===== src/rtl/tmr8_pkg.sv =====
package tmr8_pkg;

   typedef enum logic [1:0] {
      WM_FREE     = 2'd0,
      WM_PHASE    = 2'd1,
      WM_CLRMATCH = 2'd2,
      WM_FAST     = 2'd3
   } wmode_e;

   typedef enum logic [1:0] {
      ACT_OFF  = 2'd0,
      ACT_TOG  = 2'd1,
      ACT_LOW  = 2'd2,
      ACT_HIGH = 2'd3
   } act_e;

   // PWM schemes are exactly the odd mode codes
   function automatic logic mode_is_pwm(input wmode_e m);
      return m[0];
   endfunction

endpackage


===== src/rtl/tmr8_prescaler.sv =====
module tmr8_prescaler #(
   parameter int PRE_W    = 10,
   parameter bit EXT_SYNC = 1'b0
) (
   input  logic       clk,
   input  logic       rst_n,
   input  logic [2:0] clk_sel,
   input  logic       ext_evt,
   output logic       tick
);
   localparam int NTAP = 4;
   localparam int TAP_BITS [NTAP] = '{3, 6, 8, 10};

   if (PRE_W < 10) begin : g_bad_width
      $error("tmr8_prescaler: PRE_W must cover the deepest tap");
   end

   logic [PRE_W-1:0] pre_q;
   logic [NTAP-1:0]  tap_hit;
   logic             ext_s;
   logic             ext_q;

   always_ff @(posedge clk or negedge rst_n) begin
      if (!rst_n) pre_q <= '0;
      else        pre_q <= pre_q + 1'b1;
   end

   for (genvar g = 0; g < NTAP; g++) begin : g_tap
      localparam logic [PRE_W-1:0] MASK = PRE_W'((64'd1 << TAP_BITS[g]) - 64'd1);
      assign tap_hit[g] = (pre_q & MASK) == MASK;
   end

   if (EXT_SYNC) begin : g_ext_sync
      always_ff @(posedge clk or negedge rst_n) begin
         if (!rst_n) ext_s <= 1'b0;
         else        ext_s <= ext_evt;
      end
   end else begin : g_ext_direct
      assign ext_s = ext_evt;
   end

   always_ff @(posedge clk or negedge rst_n) begin
      if (!rst_n) ext_q <= 1'b0;
      else        ext_q <= ext_s;
   end

   always_comb begin
      unique case (clk_sel)
         3'd0:    tick = 1'b0;
         3'd1:    tick = 1'b1;
         3'd2:    tick = tap_hit[0];
         3'd3:    tick = tap_hit[1];
         3'd4:    tick = tap_hit[2];
         3'd5:    tick = tap_hit[3];
         3'd6:    tick = ~ext_s & ext_q;
         default: tick = ext_s & ~ext_q;
      endcase
   end

endmodule


===== src/rtl/tmr8_counter.sv =====
module tmr8_counter
   import tmr8_pkg::*;
#(
   parameter int CNT_W = 8
) (
   input  logic             clk,
   input  logic             rst_n,
   input  logic             tick,
   input  wmode_e           mode,
   input  logic [CNT_W-1:0] cmp_live,
   output logic [CNT_W-1:0] count,
   output logic             down,
   output logic             ovf_ev,
   output logic             match_ev,
   output logic             wrap_ev,
   output logic             load_ev
);
   localparam logic [CNT_W-1:0] MAXV = {CNT_W{1'b1}};
   localparam logic [CNT_W-1:0] ONE  = CNT_W'(1);

   logic [CNT_W-1:0] cnt_q, cnt_d;
   logic             down_q, down_d;
   logic             at_max, at_zero, hit;

   assign at_max  = cnt_q == MAXV;
   assign at_zero = cnt_q == '0;
   assign hit     = cnt_q == cmp_live;

   always_comb begin
      cnt_d  = cnt_q;
      down_d = 1'b1;
      unique case (mode)
         WM_FREE, WM_FAST: if (tick) cnt_d = cnt_q + 1'b1;
         WM_CLRMATCH:      if (tick) cnt_d = hit ? '0 : cnt_q + 1'b1;
         WM_PHASE: begin
            down_d = down_q;
            if (tick) begin
               if (down_q) begin
                  if (at_zero) begin
                     cnt_d  = ONE;
                     down_d = 1'b0;
                  end else begin
                     cnt_d = cnt_q - 1'b1;
                  end
               end else begin
                  if (at_max) begin
                     cnt_d  = MAXV - 1'b1;
                     down_d = 1'b1;
                  end else begin
                     cnt_d = cnt_q + 1'b1;
                  end
               end
            end
         end
         default: ;
      endcase
   end

   always_ff @(posedge clk or negedge rst_n) begin
      if (!rst_n) begin
         cnt_q  <= '0;
         down_q <= 1'b1;
      end else begin
         cnt_q  <= cnt_d;
         down_q <= down_d;
      end
   end

   assign ovf_ev   = tick & ((mode == WM_PHASE) ? (down_q & (cnt_q == ONE)) : at_max);
   assign match_ev = tick & hit;
   assign wrap_ev  = tick & at_max;
   assign load_ev  = tick & at_max &
                     ((mode == WM_FAST) | ((mode == WM_PHASE) & ~down_q));
   assign count    = cnt_q;
   assign down     = down_q;

endmodule


===== src/rtl/tmr8_wave.sv =====
module tmr8_wave
   import tmr8_pkg::*;
#(
   parameter bit IDLE_LVL = 1'b0
) (
   input  logic   clk,
   input  logic   rst_n,
   input  wmode_e mode,
   input  act_e   act,
   input  logic   force_cmp,
   input  logic   match_ev,
   input  logic   wrap_ev,
   input  logic   down,
   output logic   wave
);
   logic wave_q, wave_d;
   logic inv;

   assign inv = act[0];

   always_comb begin
      wave_d = wave_q;
      if (!mode_is_pwm(mode)) begin
         if (match_ev | force_cmp) begin
            unique case (act)
               ACT_TOG:  wave_d = ~wave_q;
               ACT_LOW:  wave_d = 1'b0;
               ACT_HIGH: wave_d = 1'b1;
               default:  wave_d = wave_q;
            endcase
         end
      end else if (act[1]) begin
         if (mode == WM_FAST) begin
            if (wrap_ev)       wave_d = ~inv;
            else if (match_ev) wave_d = inv;
         end else if (match_ev) begin
            wave_d = inv ^ down;
         end
      end
   end

   always_ff @(posedge clk or negedge rst_n) begin
      if (!rst_n) wave_q <= IDLE_LVL;
      else        wave_q <= wave_d;
   end

   assign wave = wave_q;

endmodule


===== src/rtl/tmr8_flags.sv =====
module tmr8_flags #(
   parameter int NFLAG = 2
) (
   input  logic             clk,
   input  logic             rst_n,
   input  logic [NFLAG-1:0] set_ev,
   input  logic [NFLAG-1:0] clr,
   input  logic [NFLAG-1:0] ie,
   output logic [NFLAG-1:0] flag,
   output logic [NFLAG-1:0] irq
);
   if (NFLAG < 1) begin : g_bad_count
      $error("tmr8_flags: NFLAG must be at least one");
   end

   for (genvar f = 0; f < NFLAG; f++) begin : g_flag
      logic flag_q;
      always_ff @(posedge clk or negedge rst_n) begin
         if (!rst_n)         flag_q <= 1'b0;
         else if (set_ev[f]) flag_q <= 1'b1;
         else if (clr[f])    flag_q <= 1'b0;
      end
      assign flag[f] = flag_q;
      assign irq[f]  = flag_q & ie[f];
   end

endmodule


===== src/rtl/tmr8_pwm_timer.sv =====
module tmr8_pwm_timer
   import tmr8_pkg::*;
#(
   parameter int CNT_W    = 8,
   parameter int PRE_W    = 10,
   parameter bit EXT_SYNC = 1'b0
) (
   input  logic             clk,
   input  logic             rst_n,
   input  logic [2:0]       clk_sel,
   input  logic [1:0]       wave_mode,
   input  logic [1:0]       out_act,
   input  logic             force_cmp,
   input  logic             cmp_wr,
   input  logic [CNT_W-1:0] cmp_wdata,
   input  logic             ext_evt,
   input  logic             ovf_ie,
   input  logic             cmp_ie,
   input  logic             ovf_clr,
   input  logic             cmp_clr,
   output logic [CNT_W-1:0] count,
   output logic [CNT_W-1:0] cmp_live,
   output logic             ovf_flag,
   output logic             cmp_flag,
   output logic             ovf_irq,
   output logic             cmp_irq,
   output logic             wave_out
);
   localparam int NFLAG = 2;
   localparam int F_OVF = 0;
   localparam int F_CMP = 1;

   if (CNT_W < 2) begin : g_bad_cnt
      $error("tmr8_pwm_timer: CNT_W must be at least 2");
   end

   wmode_e mode;
   act_e   act;
   assign mode = wmode_e'(wave_mode);
   assign act  = act_e'(out_act);

   logic             adv_tick;
   logic             cnt_down;
   logic             ovf_ev, match_ev, wrap_ev, load_ev;
   logic [CNT_W-1:0] buf_q, live_q;
   logic [NFLAG-1:0] fl_set, fl_clr, fl_ie, fl_q, fl_irq;

   tmr8_prescaler #(.PRE_W(PRE_W), .EXT_SYNC(EXT_SYNC)) u_pre (
      .clk     (clk),
      .rst_n   (rst_n),
      .clk_sel (clk_sel),
      .ext_evt (ext_evt),
      .tick    (adv_tick)
   );

   tmr8_counter #(.CNT_W(CNT_W)) u_cnt (
      .clk      (clk),
      .rst_n    (rst_n),
      .tick     (adv_tick),
      .mode     (mode),
      .cmp_live (live_q),
      .count    (count),
      .down     (cnt_down),
      .ovf_ev   (ovf_ev),
      .match_ev (match_ev),
      .wrap_ev  (wrap_ev),
      .load_ev  (load_ev)
   );

   // compare buffer and live value; PWM schemes hand over only at update points
   always_ff @(posedge clk or negedge rst_n) begin
      if (!rst_n) begin
         buf_q  <= '0;
         live_q <= '0;
      end else begin
         if (cmp_wr) buf_q <= cmp_wdata;
         if (!mode_is_pwm(mode)) begin
            if (cmp_wr) live_q <= cmp_wdata;
         end else if (load_ev) begin
            live_q <= buf_q;
         end
      end
   end

   tmr8_wave #(.IDLE_LVL(1'b0)) u_wave (
      .clk       (clk),
      .rst_n     (rst_n),
      .mode      (mode),
      .act       (act),
      .force_cmp (force_cmp),
      .match_ev  (match_ev),
      .wrap_ev   (wrap_ev),
      .down      (cnt_down),
      .wave      (wave_out)
   );

   assign fl_set[F_OVF] = ovf_ev;
   assign fl_set[F_CMP] = match_ev;
   assign fl_clr[F_OVF] = ovf_clr;
   assign fl_clr[F_CMP] = cmp_clr;
   assign fl_ie[F_OVF]  = ovf_ie;
   assign fl_ie[F_CMP]  = cmp_ie;

   tmr8_flags #(.NFLAG(NFLAG)) u_flags (
      .clk    (clk),
      .rst_n  (rst_n),
      .set_ev (fl_set),
      .clr    (fl_clr),
      .ie     (fl_ie),
      .flag   (fl_q),
      .irq    (fl_irq)
   );

   assign cmp_live = live_q;
   assign ovf_flag = fl_q[F_OVF];
   assign cmp_flag = fl_q[F_CMP];
   assign ovf_irq  = fl_irq[F_OVF];
   assign cmp_irq  = fl_irq[F_CMP];

endmodule


===== config.mk =====
export PLATFORM = sky130hd
export DESIGN_NAME = tmr8_pwm_timer
export DESIGN_NICKNAME = d
export VERILOG_FILES = /design/src/rtl/tmr8_pkg.sv /design/src/rtl/tmr8_prescaler.sv /design/src/rtl/tmr8_counter.sv /design/src/rtl/tmr8_wave.sv /design/src/rtl/tmr8_flags.sv /design/src/rtl/tmr8_pwm_timer.sv
export SDC_FILE = /design/constraint.sdc
export NUM_CORES = 1
export LEC_CHECK = 0
export BUFFER_PORTS_ARGS = -buffer_cell sky130_fd_sc_hd__buf_2
export CORE_MARGIN = 5
export CORE_UTILIZATION = 61
export DETAILED_ROUTE_END_ITERATION = 12
export PLACE_DENSITY_LB_ADDON = 0.3
export SYNTH_ARGS = -nofsm -noshare
export SYNTH_HDL_FRONTEND = slang
export SYNTH_SLANG_ARGS = --single-unit

===== constraint.sdc =====
create_clock -name clk -period 4.84 [get_ports clk]
set_input_delay 0.968 -clock clk [delete_from_list [all_inputs] [get_ports clk]]
set_output_delay 0.968 -clock clk [all_outputs]
set_load 0.02 [all_outputs]

**Yosys cells after proc, flatten, opt, wreduce, memory -nomap -nowiden**

Cells that the tools add are included.

- Input port bits: 24
- Register bits after elaboration: 39

- Add/sub/neg operators: 3
- Eq/ne operators: 26
- Reduce and logical (&&, ||, !) cells: 12
- Bitwise gates (word level): 18
- Mux-type cells: 30

Operator list:

| operator | count |
|---|---|
| $mux 8 | 10 |
| $pmux 8 s3 | 1 |
| $mux 1 | 17 |
| $eq 8x8->1 const B | 2 |
| $eq 3x3->1 const B | 4 |
| $add 10x1->10 const B | 1 |
| $and 1x1->1 | 10 |
| $eq 10x10->1 const B | 1 |
| $ne 2x1->1 const B | 5 |
| $add 8x1->8 const B | 1 |
| $eq 2x2->1 const B | 4 |
| $eq 8x1->1 const B | 1 |
| $eq 8x8->1 | 1 |
| $logic_not 8->1 | 1 |
| $reduce_bool 2->1 | 4 |
| $sub 8x1->8 const B | 1 |
| $pmux 1 s7 | 1 |
| $eq 3x2->1 const B | 2 |
| $eq 6x6->1 const B | 1 |
| $ne 3x1->1 const B | 2 |
| $not 1->1 | 5 |
| $reduce_and 5->1 | 1 |
| $eq 2x1->1 const B | 2 |
| $reduce_bool 4->1 | 1 |
| other kinds (9) | 10 |

**Longest topological paths before layout**

Gate-level depths: netlist (run 1).

- Depth in word-level cells: 9
- Depth in mapped cells: 8

**Hierarchy**

Synthesis (run 1) repeated with hierarchy kept, for this count alone.

- Cells, all modules: 270
- Area total of the unflattened synthesis: 2703.8 um^2

Modules (own cells, without submodules):

| module | cells each | area an instance (um^2) | instances |
|---|---|---|---|
| tmr8_counter | 153 | 1194.9 | 1 |
| tmr8_pwm_timer | 52 | 779.5 | 1 |
| tmr8_prescaler | 42 | 506.7 | 1 |
| tmr8_wave | 13 | 122.6 | 1 |
| tmr8_flags | 10 | 100.1 | 1 |

**Worst setup path after synthesis (run 1)**

No wires, ideal clock.

- Kind: in2reg
- From: input port wave_mode[1]
- To: register live_q[0] (netlist: cmp_live[0])
- Data arrival time: 2.414 ns
- Library setup time: 0.125 ns
- Setup slack: 2.301 ns
- Path buffers: 1
- Cell stages on the path: 7
- Cells stage by stage: inv_1 ha_1 clkbuf_1 and2b_2 o211ai_1 a2bb2oi_4 mux2_4

- Longest elaborated chain between the ends: 6
- Elaborated cells on any way between the ends: 7

RTL lines:

| element | line | source |
|---|---|---|
| from (decl) | tmr8_pwm_timer.sv:11 | `input logic [1:0] wave_mode,` |
| $eq 2x1->1 | tmr8_counter.sv:73 | `((mode == WM_FAST) \| ((mode == WM_PHASE) & ~down_q));` |
| $and 1x1->1 | tmr8_counter.sv:73 |  |
| $or 1x1->1 (*) | tmr8_counter.sv:73 |  |
| $and 1x1->1 (*) | tmr8_counter.sv:72 | `assign load_ev = tick & at_max &` |
| $ne 2x1->1 (no source line) (*) | - |  |
| $reduce_and 2->1 (no source line) (*) | - |  |
| to (signal assigned) | tmr8_pwm_timer.sv:78 | `if (cmp_wr) live_q <= cmp_wdata;` |
| to (signal assigned) | tmr8_pwm_timer.sv:80 | `live_q <= buf_q;` |
| to (decl) | tmr8_pwm_timer.sv:45 | `logic [CNT_W-1:0] buf_q, live_q;` |

Mark *: on every way between the ends. The rest lies on a longest branch, timed or not.
A chain may end at the register's enable or synchronous reset.

**Worst setup path after layout (run 1)**

- From: input port wave_mode[0]
- To: register u_cnt.cnt_q[2] (netlist: u_cnt.count[2])

- Longest elaborated chain between the ends: 4
- Elaborated cells on any way between the ends: 10

RTL lines:

| element | line | source |
|---|---|---|
| $eq 2x2->1 or $logic_not 2->1 (tied branches) | tmr8_counter.sv:32 | `unique case (mode)` |
| $reduce_or 2->1 | tmr8_counter.sv:32 |  |
| $ne 2x1->1 (no source line) | - |  |
| $reduce_and 3->1 (no source line) | - |  |
| to (signal assigned) | tmr8_counter.sv:64 | `cnt_q <= cnt_d;` |
| to (decl) | tmr8_counter.sv:21 | `logic [CNT_W-1:0] cnt_q, cnt_d;` |

Several ways; a longest one is shown, not always the timed one.

==> results of run 1 <==
[power by group through the flow]
stage	clock network [mW]	registers [mW]	logic (mW)
floorplan	0	0.453	0.270
global placement	0	0.445	0.362
detailed placement	0	0.447	0.370
CTS	0.291	0.440	0.373
global route	0.305	0.449	0.410
finish	0.286	0.442	0.371
[sequential cells by signal (all words and copies together) (netlist names)]
| name | count |
|---|---|
| u_wave.wave | 1 |
| u_pre.pre_q | 10 |
| u_flags.g_flag.flag_q | 2 |
| u_cnt.down | 1 |
| u_cnt.count | 8 |
| u_pre.ext_q | 1 |
| cmp_live | 8 |
| buf_q | 8 |
[through the flow]
stage / std cells / cell area [um^2]
2_1_floorplan: 264 / 2638
4_1_cts: 357 / 2952
3_5_place_dp: 349 / 2834
3_3_place_gp: 349 / 2834
5_1_grt: 357 / 2952
6_report: 357 / 2952
[logic make-up (layout without fill, tap and decap cells)]
family	count (synthesis)	after routing
compound gates	53	53
mux	27	27
buf+inv	20	61
flops	39	39
fa+ha+maj	10	10
xor+xnor	19	19
simple gates	96	96
[worst paths after layout]
| path | from | to | cells after the start |
|---|---|---|---|
| setup / recovery | wave_mode[0] | u_cnt.count[2]$_DFFE_PN0P_ | 7 |
| hold / removal | u_pre.pre_q[0]$_DFF_PN0_ | u_pre.pre_q[0]$_DFF_PN0_ | 1 |
| setup reg to reg | u_pre.pre_q[0]$_DFF_PN0_ | u_cnt.count[2]$_DFFE_PN0P_ | 7 |
| hold reg to reg | u_pre.pre_q[0]$_DFF_PN0_ | u_pre.pre_q[0]$_DFF_PN0_ | 1 |
| max in group asynchronous | rst_n | buf_q[1]$_DFFE_PN0P_ | 1 |
| min in group asynchronous | rst_n | u_pre.pre_q[9]$_DFF_PN0_ | 1 |
[per-layer routing]
metal  global-route usage [%]  vias up  wire [um]
li1                         -     1028          -
met1                    29.97     1011       2643
met2                    32.79       62       2432
met3                    4.354        7        347
met4                    7.184        0         84
met5                        0        -          0
[cells in the final DEF (no fill, tap or decap), types with 4 or more instances in the layout]
master / instances
inv_1: 9
and2_1: 4
mux2_2: 16
o21ai_0: 14
clkbuf_8: 6
nor3_1: 9
nand3_1: 9
nand2_1: 19
xnor2_1: 8
nor4_1: 4
a21oi_1: 10
ha_1: 10
nor2b_1: 7
xor2_1: 11
nor2_1: 19
buf_2: 44
mux2_4: 8
dfrtp_1: 38
[area by class of cell]
| type | instances | area (um^2) |
|---|---|---|
| multi-input combinational | 205 | 1538 |
| fill | 341 | 1313 |
| sequential | 39 | 977.2 |
| timing repair buffer | 44 | 220.2 |
| clock buffer | 6 | 82.58 |
| tap | 52 | 65.06 |
| clock inverter | 2 | 35.03 |
| inverter | 9 | 33.78 |
==> results.ini, run 1 <==
[placed_design]
dp_hpwl_mm=4.014
gp_congestion=0.8892
io_buffers=44
preCtsSetupSlack_ns=1.631

[clock_network]
clk_pin_slew_ns=0.08
worstSkewPairLatency_ns=0.30
postCtsSetupRepairBufs=0
hold_buffers=0
clk_path_buf_depth=2
htree_num_levels=2
cts-root-buf=clkbuf_8
cts_buffers=5
cts_resized=0
cts_tree=yes
cts_sinks=39

[logic_synthesis]
synth-compound-area-share_pct=14.71
yosys_register_bits=39
synth_edf_count=0
synthFlopType=dfrtp_1
seq_area_frac_synth_pct=37.05
syn_avg_cell_area_um2=9.991
yosys-top-cells-count=38 x dfrtp_1, 19 x nand2_1, 19 x nor2_1
synth_top_family_by_area=simple AND/OR/NAND/NOR gates
synth-xor-area-share_pct=6.309
synth.most_common_cell=dfrtp_1
yosys.area_share.simple_pct=20.02
synth.area.mux_share_pct=12.52
synthCells=264
synth.cell_area_mm2=0.002638
ys_top_cells_by_area=dfrtp_1 36%, mux2_2 6.8%, ha_1 4.7%
syn-num-nets=298
yosysWarningCount=0
yosys.cell_types.count=59
synthArstFlopShare_pct=100.0
synth_top_area_share_pct=36.05
synth-adder-area-share_pct=4.744
yosys.area.top_type=dfrtp_1

[pwr]
irDropWorstVdd_v=0.0002313
p_leak_nw=1.399
p_sw_mw=0.3973
seq_power_share_pct=40.2
power_mw=1.100
comb_power_share_pct=33.8
p_int_mw=0.7022
power_density_mw_per_mm2=372.5
p_sw_share_pct=36.14
p_clk_share_pct=26.0

[worst_setup_path]
critPathLaunchType=input pin
path_cells=buf_2 -> inv_1 -> ha_1 -> nor3_1 -> a31oi_1 -> o21ai_0 -> a22oi_1
path_max_fanout=17
critical-path-top-delay-family=compound AO/OA/AOI/OAI gates
crit_path_max_incr_delay_ns=0.76
arrival_ns=3.18
path_buf_inv=2
cp_data_required_time_ns=5.06
reg2reg_setup_slack_ns=2.20
end_kind=flip-flop
crit_slowest_cell=a31oi_1
worstSetupPathType=input pin to flip-flop

[timing]
final-hold-violation-count=0
drv_slew=0
tightestPinTransition_ns=1.013
fin_crit_sh_pct=61.20
whs_ns=0.4697
period_needed_ns=2.962
setup_slack_ns=1.878
finClkSkew_ns=0.007928
maxSlewHeadroom_pct=32.15
rsz0062_at_grt=no
clock.fmax_mhz=337.6
finalSetupViolations=0
fin_tns_setup_ns=0

[route]
drt-wirelength-per-cell_um=15.42
vias=2108
wl_mm=5.506
drt_iter0_drc=179
first_pass_iters=4
drc=0
antenna_left=0
vias_per_cell=5.905

[grt]
grt_pass1_wl_mm=9.301
grt_start_max_net_pins=40
grt_util_all_layers_pct=21.32
grt_overflow=0
grt_pass1_vias=1956
antenna_found_initial=0

[floorplanning]
fp.dieH_um=75.76
pin_count=45
die_area_mm2=0.005739
core_area_mm2=0.004264
start_util_pct=61.85
rows=24
die_x_um=75.76

[layout]
syn_to_final_growth_pct=11.91
nNetsFinal=338
fin_util_pct=69.22
antenna_cells=0
drive_above_1_share_pct=30.49

[flow_run]
drv_cap=0

[run_status]
outcome=complete, no violations

[min_path]
hp-class=flip-flop to flip-flop

(Power assumes the default switching activity.)
==> inputs of run 2 (changes only) <==
--- a/config.mk
+++ b/config.mk
@@ -5,9 +5,10 @@
 export SDC_FILE = /design/constraint.sdc
 export NUM_CORES = 1
 export LEC_CHECK = 0
+export ABC_AREA = 1
 export BUFFER_PORTS_ARGS = -buffer_cell sky130_fd_sc_hd__buf_2
 export CORE_MARGIN = 5
-export CORE_UTILIZATION = 61
+export CORE_UTILIZATION = 51
 export DETAILED_ROUTE_END_ITERATION = 12
 export PLACE_DENSITY_LB_ADDON = 0.3
 export SYNTH_ARGS = -nofsm -noshare
==> constraint.sdc (replaced) <==
create_clock -name clk -period 2.45 [get_ports clk]
set_input_delay 0.49 -clock clk [delete_from_list [all_inputs] [get_ports clk]]
set_output_delay 0.49 -clock clk [all_outputs]
set_load 0.02 [all_outputs]
==> run 2 against run 1 <==
Effect of this change:
- synthesized cell count grew 28%
- via count rose by 3.6%
- clock skew rose by 0.0020 ns
- hold slack got worse by 0.17 ns
- count of clock-buffer cells in the layout is 1 lower
- flip-flop and latch count stayed put
- sequential power increased by 99%
- non-clock buffer count increased by 2
- core utilization down 9.4 points
- cell area down 2.4%
- critical endpoint is now u_cnt.count[3]$_DFFE_PN0P_
- largest power group unchanged
==> results.ini, run 2 <==
[run_status]
outcome=complete, no violations

[route]
first_pass_iters=4
antenna_left=0
vias=2183
vias_per_cell=4.851
drc=0
wl_mm=5.305
drt-wirelength-per-cell_um=11.79
drt_iter0_drc=124

[worst_setup_path]
reg2reg_setup_slack_ns=0.44
r2r-start=u_cnt.count[0]$_DFFE_PN0P_
cp_data_required_time_ns=2.62
worstSetupPathType=flip-flop to flip-flop
critPathLaunchType=flip-flop
end_kind=flip-flop
r2r_end=u_cnt.count[3]$_DFFE_PN0P_
startpoint=u_cnt.count[0]$_DFFE_PN0P_
arrival_ns=2.18
path_max_fanout=7
reg2reg_depth=13

[clock_network]
hold_buffers=0
cts_tree=yes
cts-root-buf=clkbuf_8
clk_pin_slew_ns=0.08
cts_buffers=5
htree_num_levels=2
clk_path_buf_depth=2
cts_resized=0
postCtsSetupRepairBufs=0
worstSkewPairLatency_ns=0.30
cts_sinks=39

[logic_synthesis]
synthCells=339
yosys.cell_types.count=38
synthFlopType=dfrtp_1
synthArstFlopShare_pct=100.0
yosys.area.top_type=dfrtp_1
synth.cell_area_mm2=0.002572
syn-num-nets=373
yosysWarningCount=0
seq_area_frac_synth_pct=37.99
ys_top_cells_by_area=dfrtp_1 37%, nand2_1 8.8%, inv_1 7.4%
yosys_register_bits=39
syn_avg_cell_area_um2=7.588
synth.most_common_cell=nand2_1
synth_top_area_share_pct=36.96
synth_edf_count=0
yosys-top-cells-count=60 x nand2_1, 51 x inv_1, 38 x dfrtp_1, 38 x nor2_1, 30 x o21ai_0

[grt]
antenna_found_initial=0
grt_pass1_vias=2071
grt_start_max_net_pins=40
grt_util_all_layers_pct=18.17
grt_overflow=0
grt_pass1_wl_mm=9.384

[timing]
period_needed_ns=2.007
tightestPinTransition_ns=0.8563
fin_tns_setup_ns=0
clock.fmax_mhz=498.3
maxSlewHeadroom_pct=42.91
finalSetupViolations=0
fin_crit_sh_pct=81.90
finClkSkew_ns=0.009933
final-hold-violation-count=0
rsz0062_at_grt=no
drv_slew=0

[min_path]
hp-class=input pin to asynchronous set/reset pin

[layout]
fin_util_pct=59.82
antenna_cells=0
largest_reg_flops=10
regMostFlops=u_pre.pre_q
final_cells=450
final_cell_mix=60 x nand2_1, 51 x inv_1, 44 x buf_2
final_common_cell=nand2_1
nNetsFinal=416
drive_above_1_share_pct=19.58
syn_to_final_growth_pct=12.01

[pwr]
power_mw=2.109
power_density_mw_per_mm2=731.8
irDropWorstVdd_v=0.0003973
p_leak_nw=1.512

[floorplanning]
die_x_um=81.02
core_area_mm2=0.004817
fp.dieH_um=81.02
pin_count=45
start_util_pct=53.40
rows=25
die_area_mm2=0.006564

[placed_design]
dp_hpwl_mm=4.135
dp.cells=442
gp_congestion=0.9468
io_buffers=44

[flow_run]
drv_cap=0

-- run 2: cell types whose count changed in the layout (fill, tap and decap cells not counted), sizes merged, moves of 7 or more --
cell / before / now
inv: 9 / 57
nand2: 20 / 63
mux2: 24 / 0
nor2: 19 / 43
o21ai: 15 / 34
a21oi: 10 / 24
nand3: 10 / 18
nor2b: 7 / 0
xnor2: 8 / 1
xor2: 11 / 18
-- run 2: per-stage QoR --
| step | setup WS [ns] | instance area, um^2 | hold WS [ns] |
|---|---|---|---|
| after floorplan | 0.3781 | 2572 | 0.1944 |
| after global placement | 0.4605 | 2793 | 0.4344 |
| after detailed placement | 0.4172 | 2793 | 0.4451 |
| after CTS | 0.4714 | 2882 | 0.3206 |
| after global routing | 0.2708 | 2882 | 0.3183 |
| final | 0.4433 | 2882 | 0.2997 |
-- run 2: worst max-delay path by stage --
stage	endpoint	slack, ns	cells after the start
floorplan	u_cnt.count[2]$_DFFE_PN0P_	0.38	9
global placement	u_cnt.count[3]$_DFFE_PN0P_	0.46	13
detailed placement	cmp_live[1]$_DFFE_PN0P_	0.42	8
CTS	u_cnt.count[3]$_DFFE_PN0P_	0.47	13
global route	u_cnt.count[3]$_DFFE_PN0P_	0.27	13
finish	u_cnt.count[3]$_DFFE_PN0P_	0.44	13
-- run 2: cell families (layout without fill, tap and decap cells) --
family,Yosys count,count (layout),synth area share [%]
XOR/XNOR,19,19,6.469
AO/OA/AOI/OAI,68,68,14.69
AND/OR/NAND/NOR,135,135,23.59
buffers and inverters,68,112,12.40
adder cells (fa/ha/maj),10,10,4.864
flip-flops,39,39,37.99
-- run 2: where the power goes --
part / total, mW / internal [mW] / switching, mW
registers: 0.879 / 0.732 / 0.148
logic: 0.791 / 0.283 / 0.508
clock network: 0.439 / 0.198 / 0.241
total: 2.11 / 1.21 / 0.896
-- run 2: area by class of cell --
| type | instances | area (um^2) |
|---|---|---|
| Clock buffer | 5 | 68.82 |
| Clock inverter | 3 | 20.02 |
| Fill cell | 469 | 1936 |
| Inverter | 58 | 220.2 |
| Multi-Input combinational cell | 232 | 1276 |
| Sequential cell | 39 | 977.2 |
| Tap cell | 67 | 83.83 |
| Timing Repair Buffer | 46 | 235.2 |
-- run 2: critical path, stage by stage, from the launching register on --
cell and delay, ns:
dfrtp_1 0.45, inv_2 0.14, ha_1 0.18, inv_1 0.05
nor2_2 0.09, nand2_1 0.11, inv_1 0.10, nand4_1 0.15
nand2_1 0.16, inv_1 0.09, o21ai_1 0.11, nand3_1 0.09
nand3_1 0.09, o21ai_0 0.09
-- run 2: routing by layer --
metal	wire [um]	global-route usage, %
met2	2382	29.15
met4	67	4.899
met5	0	0
met3	296	4.213
met1	2558	24.63
==> inputs of run 3 (changes only) <==
--- a/config.mk
+++ b/config.mk
@@ -5,7 +5,7 @@
 export SDC_FILE = /design/constraint.sdc
 export NUM_CORES = 1
 export LEC_CHECK = 0
-export ABC_AREA = 1
+export ABC_AREA = 0
 export BUFFER_PORTS_ARGS = -buffer_cell sky130_fd_sc_hd__buf_2
 export CORE_MARGIN = 5
 export CORE_UTILIZATION = 51
==> constraint.sdc (replaced) <==
create_clock -name clk -period 1.72 [get_ports clk]
set_input_delay 0.344 -clock clk [delete_from_list [all_inputs] [get_ports clk]]
set_output_delay 0.344 -clock clk [all_outputs]
set_load 0.02 [all_outputs]
==> run 3 against run 2 <==
Effect of this change:
- the run now ends with negative setup slack left
- hold slack got worse by 0.20 ns
- clock power grew 44%
- critical path depth is 6 lower
- total power increased by 69%
- clock skew fell by 0.0038 ns
- core utilization grew 15 points
- die area up 2.2%
- global-route usage increased by 4.1 points
- highest routed layer unchanged
- combinational power increased by 120%
==> results.ini, run 3 (synthesized netlist as in run 1, its figures left out) <==
[run_status]
outcome=finished, violations left
violations=negative setup slack

[layout]
num-fill-cells=359
nNetsFinal=411
largest_reg_flops=10
fin_util_pct=74.95
antenna_cells=0
syn_to_final_growth_pct=44.21
regMostFlops=u_pre.pre_q
final_cells=448
final_common_cell=buf_4
final_cell_mix=66 x buf_4, 44 x buf_2, 33 x dfrtp_1
postLayoutCellArea_mm2=0.003804
ff_latch_area_um2=983.4
multiInputGateArea_mm2=0.001798
drive_above_1_share_pct=54.23

[timing]
finClkSkew_ns=0.006180
drv_slew=0
fin_tns_setup_ns=-5.287
period_needed_ns=2.075
final-hold-violation-count=0
tightestPinTransition_ns=0.5312
setup_slack_ns=-0.3555
whs_ns=0.09646
clock.fmax_mhz=481.8
maxSlewHeadroom_pct=64.31
rsz0062_at_grt=yes
finalSetupViolations=18
fin_crit_sh_pct=120.7

[route]
drt-wirelength-per-cell_um=17.36
vias_per_cell=5.520
drt_iter0_drc=159
antenna_left=0
vias=2473
wl_mm=7.777
drc=0
first_pass_iters=5

[floorplanning]
start_util_pct=51.97
die_area_mm2=0.006710
fp.dieH_um=81.92
core_area_mm2=0.005075
pin_count=45
rows=26
die_x_um=81.92

[pwr]
p_sw_mw=1.370
power_density_mw_per_mm2=937.8
comb_power_share_pct=49.0
irDropWorstVdd_v=0.0006004
p_sw_share_pct=38.41
power_mw=3.567
p_leak_nw=1.781
p_int_mw=2.197
seq_power_share_pct=33.3
p_clk_share_pct=17.7

[worst_setup_path]
end_kind=flip-flop
critPathLaunchType=flip-flop
path_max_fanout=2
arrival_ns=2.26
cp_data_required_time_ns=1.90
worstSetupPathType=flip-flop to flip-flop

[min_path]
hp-class=input pin to asynchronous set/reset pin

[grt]
grt_overflow=0
grt_util_all_layers_pct=22.24
grt_pass1_wl_mm=11.43
antenna_found_initial=0
grt_start_max_net_pins=40
grt_pass1_vias=2431

[clock_network]
hold_buffers=0
worstSkewPairLatency_ns=0.29
cts_tree=yes
htree_num_levels=2
clk_pin_slew_ns=0.08
cts_sinks=39
cts_buffers=5
clk_path_buf_depth=2
cts-root-buf=clkbuf_8

[placed_design]
dp_hpwl_mm=5.029
preCtsSetupSlack_ns=-0.2738
gp_congestion=0.9145
dpl_cell_area_mm2=0.003386
dp.cells=426
io_buffers=44

[flow_run]
drv_cap=0

[run 3: changes by cell type in the layout (fill, tap and decap cells not counted), moves of 16 or more]
cell	before	now
buf_4	2	66
inv_1	51	7
nand2_1	60	19
o21ai_0	30	4
nor2_1	38	16
mux2_2	0	16
[run 3: layout make-up]
| cell class | instances | share of cell area [%] |
|---|---|---|
| Multi-Input combinational cell | 205 | 47.27 |
| Sequential cell | 39 | 25.86 |
| Timing Repair Buffer | 117 | 21.35 |
| Tap cell | 70 | 2.303 |
| Clock buffer | 5 | 1.809 |
| Inverter | 9 | 0.8882 |
| Clock inverter | 3 | 0.5263 |
[run 3: layer usage]
metal | GRT usage [%] | share of wire, % | wire length [um] | up-vias
li1 | - | - | - | 1171
met1 | 27.74 | 40 | 3106 | 1209
met2 | 39.26 | 53 | 4105 | 85
met3 | 3.728 | 5.5 | 426 | 8
met4 | 6.478 | 1.8 | 138 | 0
met5 | 0 | 0 | 0 | -
[run 3: worst paths after layout]
| kind | startpoint | to | slack, ns | cells after the start |
|---|---|---|---|---|
| worst max-delay path | u_cnt.count[6]$_DFFE_PN0P_ | u_wave.wave$_DFFE_PN0P_ | -0.36 | 7 |
| worst min-delay path | rst_n | u_cnt.count[1]$_DFFE_PN0P_ | 0.1 | 2 |
| worst max register to register | u_cnt.count[6]$_DFFE_PN0P_ | u_wave.wave$_DFFE_PN0P_ | -0.36 | 7 |
| worst min register to register | buf_q[7]$_DFFE_PN0P_ | buf_q[7]$_DFFE_PN0P_ | 0.51 | 1 |
| max in group asynchronous | rst_n | u_cnt.count[2]$_DFFE_PN0P_ | 1.22 | 2 |
| min in group clk | ext_evt | u_pre.ext_q$_DFF_PN0_ | 0.18 | 1 |
[run 3: power groups by stage]
stage,logic [mW],clock network (mW),registers [mW]
5_1_grt,1.88,0.694,1.21
3_3_place_gp,1.48,0,1.20
3_5_place_dp,1.52,0,1.21
4_1_cts,1.65,0.652,1.18
2_1_floorplan,0.848,0,1.30
6_report,1.75,0.631,1.19
[run 3: what timing repair did]
action / in CTS / in global routing
cloned: 0 / 1
pin swaps: 16 / 11
resized for setup: 31 / 19
endpoints found under the setup margin: 17 / 19
buffers inserted: 7 / 6
[run 3: critical path, stage by stage (launching register included)]
cell	delay, ns
dfrtp_1	0.42
xor2_1	0.18
nor4_2	0.36
buf_4	0.19
a21oi_2	0.07
o31ai_4	0.30
a21bo_1	0.25
a32o_1	0.20
